--- src/rtl/nvsram_pkg.sv ---
package nvsram_pkg;

  localparam int AddrW  = 13;
  localparam int SeqLen = 6;

  typedef struct packed {
    logic userRd;
    logic userWr;
    logic clrWord;
    logic storeWord;
    logic loadWord;
  } memStrobe_t;

  typedef enum logic [2:0] {
    ST_IDLE, ST_STORE, ST_CLEAR, ST_LOAD, ST_WAIT
  } xferState_t;

  localparam logic [AddrW-1:0] SaveLast    = 13'h1FC0;
  localparam logic [AddrW-1:0] RestoreLast = 13'h1C63;

  function automatic logic [AddrW-1:0] seqAddr(input logic [2:0] idx);
    case (idx)
      3'd0:    seqAddr = 13'h0E38;
      3'd1:    seqAddr = 13'h11C7;
      3'd2:    seqAddr = 13'h03E0;
      3'd3:    seqAddr = 13'h1C1F;
      default: seqAddr = 13'h0303;
    endcase
  endfunction

endpackage

--- src/rtl/nvsram_unlock.sv ---
module nvsram_unlock
  import nvsram_pkg::*;
(
  input  logic             clk,
  input  logic             rstN,
  input  logic             rdAcc,
  input  logic             wrAcc,
  input  logic [AddrW-1:0] addr,
  output logic             swStore,
  output logic             swRecall
);

  logic [2:0] step;
  logic       firstHit;

  assign firstHit = (addr == seqAddr(3'd0));

  always_ff @(posedge clk) begin
    if (!rstN) begin
      step     <= '0;
      swStore  <= 1'b0;
      swRecall <= 1'b0;
    end else begin
      swStore  <= 1'b0;
      swRecall <= 1'b0;
      if (wrAcc) begin
        step <= '0;
      end else if (rdAcc) begin
        if (step == 3'(SeqLen - 1)) begin
          if (addr == SaveLast)         swStore  <= 1'b1;
          else if (addr == RestoreLast) swRecall <= 1'b1;
          step <= firstHit ? 3'd1 : 3'd0;
        end else if (addr == seqAddr(step)) begin
          step <= step + 3'd1;
        end else begin
          step <= firstHit ? 3'd1 : 3'd0;
        end
      end
    end
  end

  AST_WRITE_CLEARS_SEQ: assert property (@(posedge clk) disable iff (!rstN)
    wrAcc |=> (step == 3'd0 && !swStore && !swRecall));
  AST_ONE_SW_START: assert property (@(posedge clk) disable iff (!rstN)
    $onehot0({swStore, swRecall}));

endmodule

--- src/rtl/nvsram_ctrl.sv ---
module nvsram_ctrl
  import nvsram_pkg::*;
#(
  parameter int MEM_AW   = 8,
  parameter int WAIT_CYC = 4
) (
  input  logic              clk,
  input  logic              rstN,
  input  logic              chipEn,
  input  logic              writeEn,
  input  logic              outEn,
  input  logic              powerFail,
  input  logic              powerGood,
  input  logic              swStore,
  input  logic              swRecall,
  output memStrobe_t        strobe,
  output logic [MEM_AW-1:0] walkPtr,
  output logic              rdAcc,
  output logic              wrAcc,
  output logic              busy
);

  localparam int WaitW = (WAIT_CYC > 1) ? $clog2(WAIT_CYC) : 1;
  localparam logic [MEM_AW-1:0] PtrMax = '1;

  xferState_t       state;
  logic [WaitW-1:0] waitCnt;
  logic             pfPrev, pgPrev, pfRise, pgRise;
  logic             idle, startStore, startRecall, startNow;
  xferState_t       afterWalk;

  assign pfRise      = powerFail & ~pfPrev;
  assign pgRise      = powerGood & ~pgPrev;
  assign idle        = (state == ST_IDLE);
  assign startStore  = idle & (pfRise | swStore);
  assign startRecall = idle & ~pfRise & ~swStore & (pgRise | swRecall);
  assign startNow    = startStore | startRecall;
  assign afterWalk   = (WAIT_CYC == 0) ? ST_IDLE : ST_WAIT;

  assign rdAcc = idle & ~startNow & chipEn & ~writeEn & outEn;
  assign wrAcc = idle & ~startNow & chipEn & writeEn;
  assign busy  = ~idle;

  always_comb begin
    strobe.userRd    = rdAcc;
    strobe.userWr    = wrAcc;
    strobe.storeWord = (state == ST_STORE);
    strobe.clrWord   = (state == ST_CLEAR) & ~pfRise;
    strobe.loadWord  = (state == ST_LOAD) & ~pfRise;
  end

  always_ff @(posedge clk) begin
    if (!rstN) begin
      state   <= ST_IDLE;
      walkPtr <= '0;
      waitCnt <= '0;
      pfPrev  <= 1'b0;
      pgPrev  <= 1'b0;
    end else begin
      pfPrev <= powerFail;
      pgPrev <= powerGood;
      case (state)
        ST_IDLE: begin
          walkPtr <= '0;
          waitCnt <= '0;
          if (startStore)       state <= ST_STORE;
          else if (startRecall) state <= ST_CLEAR;
        end
        ST_STORE: begin
          walkPtr <= walkPtr + 1'b1;
          if (walkPtr == PtrMax) state <= afterWalk;
        end
        ST_CLEAR: begin
          if (pfRise) state <= ST_IDLE;
          else begin
            walkPtr <= walkPtr + 1'b1;
            if (walkPtr == PtrMax) state <= ST_LOAD;
          end
        end
        ST_LOAD: begin
          if (pfRise) state <= ST_IDLE;
          else begin
            walkPtr <= walkPtr + 1'b1;
            if (walkPtr == PtrMax) state <= afterWalk;
          end
        end
        ST_WAIT: begin
          waitCnt <= waitCnt + 1'b1;
          if (int'(waitCnt) == WAIT_CYC - 1) state <= ST_IDLE;
        end
        default: state <= ST_IDLE;
      endcase
    end
  end

  AST_SAVE_UNBROKEN: assert property (@(posedge clk) disable iff (!rstN)
    (state == ST_STORE && walkPtr != PtrMax) |=> (state == ST_STORE));
  AST_RESTORE_ABORT: assert property (@(posedge clk) disable iff (!rstN)
    ((state == ST_CLEAR || state == ST_LOAD) && pfRise) |=> (state == ST_IDLE));
  AST_CLEAR_BEFORE_LOAD: assert property (@(posedge clk) disable iff (!rstN)
    (state == ST_LOAD) |-> ($past(state) == ST_CLEAR || $past(state) == ST_LOAD));

endmodule

--- src/rtl/nvsram_datapath.sv ---
module nvsram_datapath
  import nvsram_pkg::*;
#(
  parameter int MEM_AW = 8,
  parameter int DATA_W = 8
) (
  input  logic              clk,
  input  logic              rstN,
  input  memStrobe_t        strobe,
  input  logic [MEM_AW-1:0] walkPtr,
  input  logic [MEM_AW-1:0] addr,
  input  logic [DATA_W-1:0] dataIn,
  output logic [DATA_W-1:0] dataOut,
  output logic              dataOe
);

  localparam int Depth = 2 ** MEM_AW;

  logic [DATA_W-1:0] sramMem   [Depth];
  logic [DATA_W-1:0] shadowMem [Depth];

  always_ff @(posedge clk) begin
    if (strobe.userWr)        sramMem[addr]    <= dataIn;
    else if (strobe.clrWord)  sramMem[walkPtr] <= '0;
    else if (strobe.loadWord) sramMem[walkPtr] <= shadowMem[walkPtr];
    if (strobe.storeWord)     shadowMem[walkPtr] <= sramMem[walkPtr];
  end

  always_ff @(posedge clk) begin
    if (!rstN) begin
      dataOut <= '0;
      dataOe  <= 1'b0;
    end else begin
      dataOe <= strobe.userRd;
      if (strobe.userRd) dataOut <= sramMem[addr];
    end
  end

  AST_USER_WR_EXCLUSIVE: assert property (@(posedge clk) disable iff (!rstN)
    (strobe.userWr || strobe.userRd) |-> !(strobe.clrWord || strobe.loadWord || strobe.storeWord));
  AST_ONE_WALK_STROBE: assert property (@(posedge clk) disable iff (!rstN)
    $onehot0({strobe.clrWord, strobe.loadWord, strobe.storeWord}));

endmodule

--- src/rtl/nvsram_shadow.sv ---
module nvsram_shadow
  import nvsram_pkg::*;
#(
  parameter int MEM_AW   = 8,
  parameter int DATA_W   = 8,
  parameter int WAIT_CYC = 4
) (
  input  logic              clk,
  input  logic              rstN,
  input  logic              chipEn,
  input  logic              writeEn,
  input  logic              outEn,
  input  logic [AddrW-1:0]  addr,
  input  logic [DATA_W-1:0] dataIn,
  output logic [DATA_W-1:0] dataOut,
  output logic              dataOe,
  input  logic              powerFail,
  input  logic              powerGood,
  output logic              busy
);

  memStrobe_t        strobe;
  logic [MEM_AW-1:0] walkPtr;
  logic              rdAcc, wrAcc, swStore, swRecall;

  nvsram_unlock uUnlock (
    .clk(clk), .rstN(rstN), .rdAcc(rdAcc), .wrAcc(wrAcc), .addr(addr),
    .swStore(swStore), .swRecall(swRecall)
  );

  nvsram_ctrl #(.MEM_AW(MEM_AW), .WAIT_CYC(WAIT_CYC)) uCtrl (
    .clk(clk), .rstN(rstN), .chipEn(chipEn), .writeEn(writeEn), .outEn(outEn),
    .powerFail(powerFail), .powerGood(powerGood), .swStore(swStore),
    .swRecall(swRecall), .strobe(strobe), .walkPtr(walkPtr), .rdAcc(rdAcc),
    .wrAcc(wrAcc), .busy(busy)
  );

  nvsram_datapath #(.MEM_AW(MEM_AW), .DATA_W(DATA_W)) uData (
    .clk(clk), .rstN(rstN), .strobe(strobe), .walkPtr(walkPtr),
    .addr(addr[MEM_AW-1:0]), .dataIn(dataIn), .dataOut(dataOut), .dataOe(dataOe)
  );

  AST_BUS_QUIET: assert property (@(posedge clk) disable iff (!rstN)
    busy |-> !dataOe);

endmodule

--- config.mk ---
export PLATFORM = sky130hd
export DESIGN_NAME = nvsram_shadow
export DESIGN_NICKNAME = d
export VERILOG_FILES = /design/src/rtl/nvsram_pkg.sv /design/src/rtl/nvsram_unlock.sv /design/src/rtl/nvsram_ctrl.sv /design/src/rtl/nvsram_datapath.sv /design/src/rtl/nvsram_shadow.sv
export SDC_FILE = /design/constraint.sdc
export NUM_CORES = 2
export LEC_CHECK = 0
export ABC_CLOCK_PERIOD_IN_PS = 27200
export BUFFER_PORTS_ARGS = -buffer_cell sky130_fd_sc_hd__buf_2
export CAP_MARGIN = 0
export CORE_ASPECT_RATIO = 2
export CORE_MARGIN = 3
export CORE_UTILIZATION = 47
export CTS_CLUSTER_DIAMETER = 40
export DETAILED_ROUTE_END_ITERATION = 16
export PLACE_DENSITY = 0.6
export SLEW_MARGIN = 20
export SYNTH_ARGS = -nofsm -noshare
export SYNTH_HDL_FRONTEND = slang
export SYNTH_SLANG_ARGS = --single-unit
--- constraint.sdc ---
create_clock -name clk -period 27.2 [get_ports clk]
set_input_delay 4.08 -clock clk [delete_from_list [all_inputs] [get_ports clk]]
set_output_delay 4.08 -clock clk [all_outputs]
set_load 0.05 [all_outputs]
Word-level counts from Yosys, hierarchy flattened
Memories as Yosys holds them, arrays and structs flattened. A register that Yosys moved wholly into a read port is not among the register bits.
Index checks and enable logic that the tools add are counted.
{"block": "word_totals", "reg_bits": 21, "ramBits": 4096, "inputBits": 28, "output_inout_bits": 10, "wordCells": 111, "mem_count": 2}
{"memory": "uData.shadowMem", "depth": 256, "word_bits": 8, "read_ports": 1, "rd_clocked_by_memory_dff": 1, "write_ports": 1, "line_no": "nvsram_datapath.sv:20", "text": "logic [DATA_W-1:0] shadowMem [Depth];"}
{"memory": "uData.sramMem", "depth": 256, "word_bits": 8, "read_ports": 2, "rd_clocked_by_memory_dff": 2, "write_ports": 1, "line_no": "nvsram_datapath.sv:19", "text": "logic [DATA_W-1:0] sramMem [Depth];"}
{"block": "classes", "n_addsub": 3, "n_eq_ne": 18, "mux": 40, "bitwise_logic": 27, "reduce_logical": 12}
{"op": "8-bit two-way mux", "n": 8}
{"op": "13-bit two-way mux", "n": 4}
{"op": "13-bit case mux with 4 select lines", "n": 1}
{"op": "3-bit two-way mux", "n": 9}
{"op": "13-bit == test (second input constant)", "n": 2}
{"op": "8-bit case mux with 3 select lines", "n": 1}
{"op": "1-bit two-way mux", "n": 15}
{"op": "3-bit case mux with 5 select lines", "n": 1}
{"op": "1-bit bitwise AND", "n": 13}
{"op": "13-bit by 12-bit == test with 1-bit output (second input constant)", "n": 1}
{"op": "13-bit == test", "n": 1}
{"op": "3-bit by 2-bit == test with 1-bit output (second input constant)", "n": 4}
{"op": "1-bit inverter", "n": 10}
{"op": "8-bit by 1-bit adder with 8-bit output (second input constant)", "n": 1}
{"op": "8-bit == test (second input constant)", "n": 1}
{"op": "8-bit OR reduction", "n": 1}
{"op": "3-bit by 1-bit == test with 1-bit output (second input constant)", "n": 2}
{"op": "3-bit == test (second input constant)", "n": 2}
{"op": "3-bit zero test", "n": 2}
{"op": "5-bit OR reduction", "n": 1}
{"op": "1-bit bitwise OR", "n": 4}
{"op": "2-bit case mux with 2 select lines", "n": 1}
{"op": "2-bit OR reduction", "n": 2}
{"op": "4-bit OR reduction", "n": 1}
{"op": "other kinds (12)", "n": 12}

Longest topological paths before layout
{"block": "logic_depth", "ltp_word": 18, "ltp_mapped": 14, "ltp_nobuf": 9}

Modules after synthesis
A second synthesis with hierarchy kept.
{"block": "hier_totals", "hier_cells": 8953, "hier_area_um2": 177109.9}
{"mod": "nvsram_datapath", "instances": 1, "cells_each": 8803, "area_per_inst_um2": 175798.6, "seq_area_each_um2": 123178.1}
{"mod": "nvsram_ctrl", "instances": 1, "cells_each": 89, "area_per_inst_um2": 789.5, "seq_area_each_um2": 300.3}
{"mod": "nvsram_unlock", "instances": 1, "cells_each": 61, "area_per_inst_um2": 521.8, "seq_area_each_um2": 100.1}

Least setup slack after synthesis
Ideal clock, no wire load.
{"block": "synth_timing", "path_kind": "input port to flip-flop", "from": "in powerFail", "to": "mem uData.sramMem[0][7] (data pin)", "arrival_ns": 18.963, "required_time_ns": 24.236, "setup_slack_ns": 5.272, "stages": 5, "path_buffers": 0, "path_cell_list": "nand2b_1 and3_1 nand4_1 a211o_1 o41ai_1"}
{"block": "synth_between", "elab_chain_len": 15, "elab_cells_between_ends": 25, "classes_between": "9 x mux; 15 x bitwise; 1 x reduce/logical"}
{"item": "start, declared", "line_no": "nvsram_shadow.sv:17", "text": "input logic powerFail,"}
{"item": "1-bit bitwise AND (*)", "line_no": "nvsram_ctrl.sv:32", "text": "assign pfRise = powerFail & ~pfPrev;"}
{"item": "1-bit inverter", "line_no": "nvsram_ctrl.sv:36, nvsram_ctrl.sv:48, nvsram_ctrl.sv:49"}
{"item": "1-bit bitwise AND (3 in a row)", "line_no": "nvsram_ctrl.sv:36", "text": "assign startRecall = idle & ~pfRise & ~swStore & (pgRise | swRecall);"}
{"item": "1-bit bitwise OR", "line_no": "nvsram_ctrl.sv:37", "text": "assign startNow = startStore | startRecall;"}
{"item": "1-bit inverter", "line_no": "nvsram_ctrl.sv:41", "text": "assign wrAcc = idle & ~startNow & chipEn & writeEn;"}
{"item": "1-bit bitwise AND (3 in a row)", "line_no": "nvsram_ctrl.sv:41"}
{"item": "1-bit two-way mux", "line_no": "nvsram_datapath.sv:23", "text": "if (strobe.userWr) sramMem[addr] <= dataIn;"}
{"item": "1-bit two-way mux (on tied branches)", "line_no": "nvsram_datapath.sv:24, nvsram_datapath.sv:25"}
{"item": "1-bit bitwise OR (no line)"}
{"item": "8-bit OR reduction (no line)"}
{"item": "8-bit two-way mux (no line) (*)"}
{"item": "end, declared", "line_no": "nvsram_datapath.sv:19"}
Every way passes the cells marked *; elsewhere a longest branch is shown, timed or not.

==> run metrics <==
worst rel slew slack 0.158; 1st-iter DRT viols 10700; # fillers 29400; Post-CTS Resized 0; Die X 441 um; post-synth top area cell edfxtp_1; Power, Total 14200 uW; Worst path most repeated cell buf_4; final setup fails 0; Multi-input gate area 50600 um^2; Max Fanout on Critical Path 44; crit-path cells buf_8 > buf_4 > buf_4 > buf_4 > buf_4 > buf_4 > mux4_2 > mux4_2 > o221ai_1 > a41oi_1 > and3_1; Worst path max stage delay 810 ps; clk slew on worst S/H paths 70 ps; Syn. warnings 0; Leakage 0.0586 uW; min cycle time layout 9710 ps; register area share after synthesis 0.697; Starting Density 0.473; share of total power in sequential cells 0.502; post-synth cell types 83; DPL Wire Length 392000 um; Final Hold Fails 0; Comb power frac 0.094; Req. time, crit path 28070 ps; Avg Cell Area, Syn 20.3 um^2; Int Power 10800 uW; most common cell in the netlist edfxtp_1; overall routing resource usage 0.305; clk_skew 87.9 ps; clk sink count 4133; vias in the first global route 99000; nets 8902; die area 386000 um^2; Slew Limit Fails 0; area delta synth->final 11.1%; worst-margin pin slew 1260 ps; CP Capture Type flop; Post-synth top cells edfxtp_1, mux4_2, nor2_1; I/O Buffers 37; Fmax achieved 103 MHz; CP Data Arrival Time 10580 ps; CP top delay family buffers and inverters; gpl congestion 0.946; initial antenna violation count 39; syn_nets 8783; io pins 38; Detailed Routing Iterations Pass 1 6; post-route ant nets 0; FFs w/ async S/R, synth 0; Clock Power Share 0.405; worst path bufs/invs 6; Primary FF master, synth edfxtp_1; CTS tree yes; Crit-path slowest cell buf_4; Worst Setup Slack, final 17490 ps; status finished, final reports clean; register area 124000 um^2; Setup CP Type input pin to flop; Net Sw Power 3390 uW; total congestion overflow 0; Die Span Y 875 um; detailed-route vias per instance 6.73; critical path launch point type input pin; Routed WL per cell 41.4 um; Max Cap Violations 0; post-place setup slack 16430 ps; crit share post-route 0.357; cts hold-fix bufs 0; switching share of power 0.238; mapped cell area 178000 um^2; hold slack 496 ps; via count 95500; largest net degree at the start of global routing 202; worst-skew pair later-pin latency 1000 ps; EDFF count, synth 4096; register bit total from synthesis 4133; detailed-route wire length 586000 um; RSZ-0062 raised after global routing false; clock buffer count from CTS 403; Max H-tree Level 5; layout cells sized above 1 0.294; Core Rows 318; Synth area leaders edfxtp_1, mux4_2, mux2i_1; Mapped Cells 8745; setup bufs post-CTS 0; HP Class flop to flop; Root Buffer clkbuf_16; post-route DRC violation count 0; Yosys top cell area share 0.693; core footprint 376000 um^2; PD cells 72.1 nW/um^2; first-pass GRT wire length 807000 um; Max VDD drop 0.0567 mV; CTS max path bufs 4; Setup TNS 0 ps
==> power by group through the flow <==
stage | Clock [uW] | Sequential (uW) | Combinational, uW
after detailed placement | 0 | 7280 | 1330
after CTS | 5820 | 7140 | 1330
after global routing | 6060 | 7140 | 1380
after floorplan | 0 | 7330 | 875
after global placement | 0 | 7280 | 1310
final | 5760 | 7140 | 1330
==> routing by layer <==
metal  up-vias  GRT usage  routed length [um]  share of wire
li1      37600          -                   -              -
met3      1606     0.0513               38300          0.065
met2      4922      0.532              308000           0.53
met4        32      0.262               62400           0.11
met5         -   0.000254                 209        0.00036
met1     51400      0.316              178000           0.30
==> worst register-to-register path, stage by stage (launching register included) <==
cell and delay [ps]:
dfxtp_4 780, buf_4 610, buf_4 770, buf_12 600, buf_12 670, mux4_2 770
mux4_2 550, a22oi_1 510, a21oi_1 440, or4_4 750, buf_4 490, buf_4 640
==> stage by stage <==
step / instances / area, um^2 / util
2_1_floorplan: 8745 / 178000 / -
4_1_cts: 14100 / 197000 / 0.525
3_3_place_gp: 13400 / 184000 / 0.489
5_1_grt: 14200 / 197000 / 0.525
3_5_place_dp: 13400 / 184000 / 0.489
6_report: 14200 / 197000 / 0.525
==> cell usage in the layout (no fill, tap or decap), types with 11 or more instances in the layout <==
| cell type | count |
|---|---|
| a211oi_1 | 40 |
| a21oi_1 | 107 |
| a221o_1 | 45 |
| a221oi_1 | 127 |
| a22oi_1 | 164 |
| a31oi_1 | 21 |
| and2_1 | 19 |
| buf_12 | 22 |
| buf_2 | 34 |
| buf_4 | 317 |
| bufinv_16 | 42 |
| clkbuf_1 | 50 |
| clkbuf_16 | 414 |
| clkinv_1 | 48 |
| clkinv_2 | 53 |
| clkinv_4 | 30 |
| clkinvlp_4 | 40 |
| dfxtp_1 | 31 |
| diode_2 | 31 |
| edfxtp_1 | 4096 |
| inv_6 | 37 |
| mux2_2 | 35 |
| mux2i_1 | 420 |
| mux4_2 | 1529 |
| nand2_1 | 139 |
| nand2b_1 | 29 |
| nand3_1 | 62 |
| nand4_1 | 16 |
| nor2_1 | 577 |
| nor2_2 | 19 |
| nor2b_1 | 28 |
| nor3_1 | 87 |
| nor4_1 | 20 |
| o21ai_0 | 123 |
| o221ai_1 | 11 |
| o22ai_1 | 34 |
| o31ai_1 | 13 |
| or2_2 | 11 |
| or3_1 | 24 |
==> registers in the layout, summed over array words and instances, names as in the netlist, 2 cells and up, named ones only <==
signal and cells:
uData.shadowMem 2048, uData.sramMem 2048, uCtrl.walkPtr 8, uData.dataOut 8, uCtrl.state 3, uUnlock.step 3, uCtrl.waitCnt 2
==> final cells by class <==
type	count	share of cell area
Sequential cell	4133	0.627
Multi-Input combinational cell	3931	0.257
Clock buffer	465	0.0535
Tap cell	4960	0.0315
Timing Repair Buffer	381	0.0158
Clock inverter	266	0.0144
Antenna cell	31	0.000393
Inverter	14	0.000330
==> path summary, 6_finish.rpt <==
kind / from / depth (start not counted) / to / slack, ps
max: addr[0] / 11 / uData.dataOut[7]$_SDFFE_PN0N_ / 17490
min: uCtrl.waitCnt[1]$_SDFFE_PN0P_ / 2 / uCtrl.waitCnt[1]$_SDFFE_PN0P_ / 500
min reg2reg: uCtrl.waitCnt[1]$_SDFFE_PN0P_ / 2 / uCtrl.waitCnt[1]$_SDFFE_PN0P_ / 500
max reg2reg: flop / 11 / uData.shadowMem[167][1]$_DFFE_PP_ / 19150
==> kinds of logic (layout without fill, tap and decap cells) <==
family,after synthesis,in the layout,share of synthesized area
xor gates and xnor gates,6,6,0.000296
and+or+nand+nor,1105,1105,0.0276
AOI/OAI and AO/OA,823,823,0.0337
muxes,1986,1986,0.220
other,0,31,0
adders and majority gates,11,11,0.000761
buffers and inverters,681,1126,0.0208
DFF,4133,4133,0.697
Power figures use the tool's default switching activity.
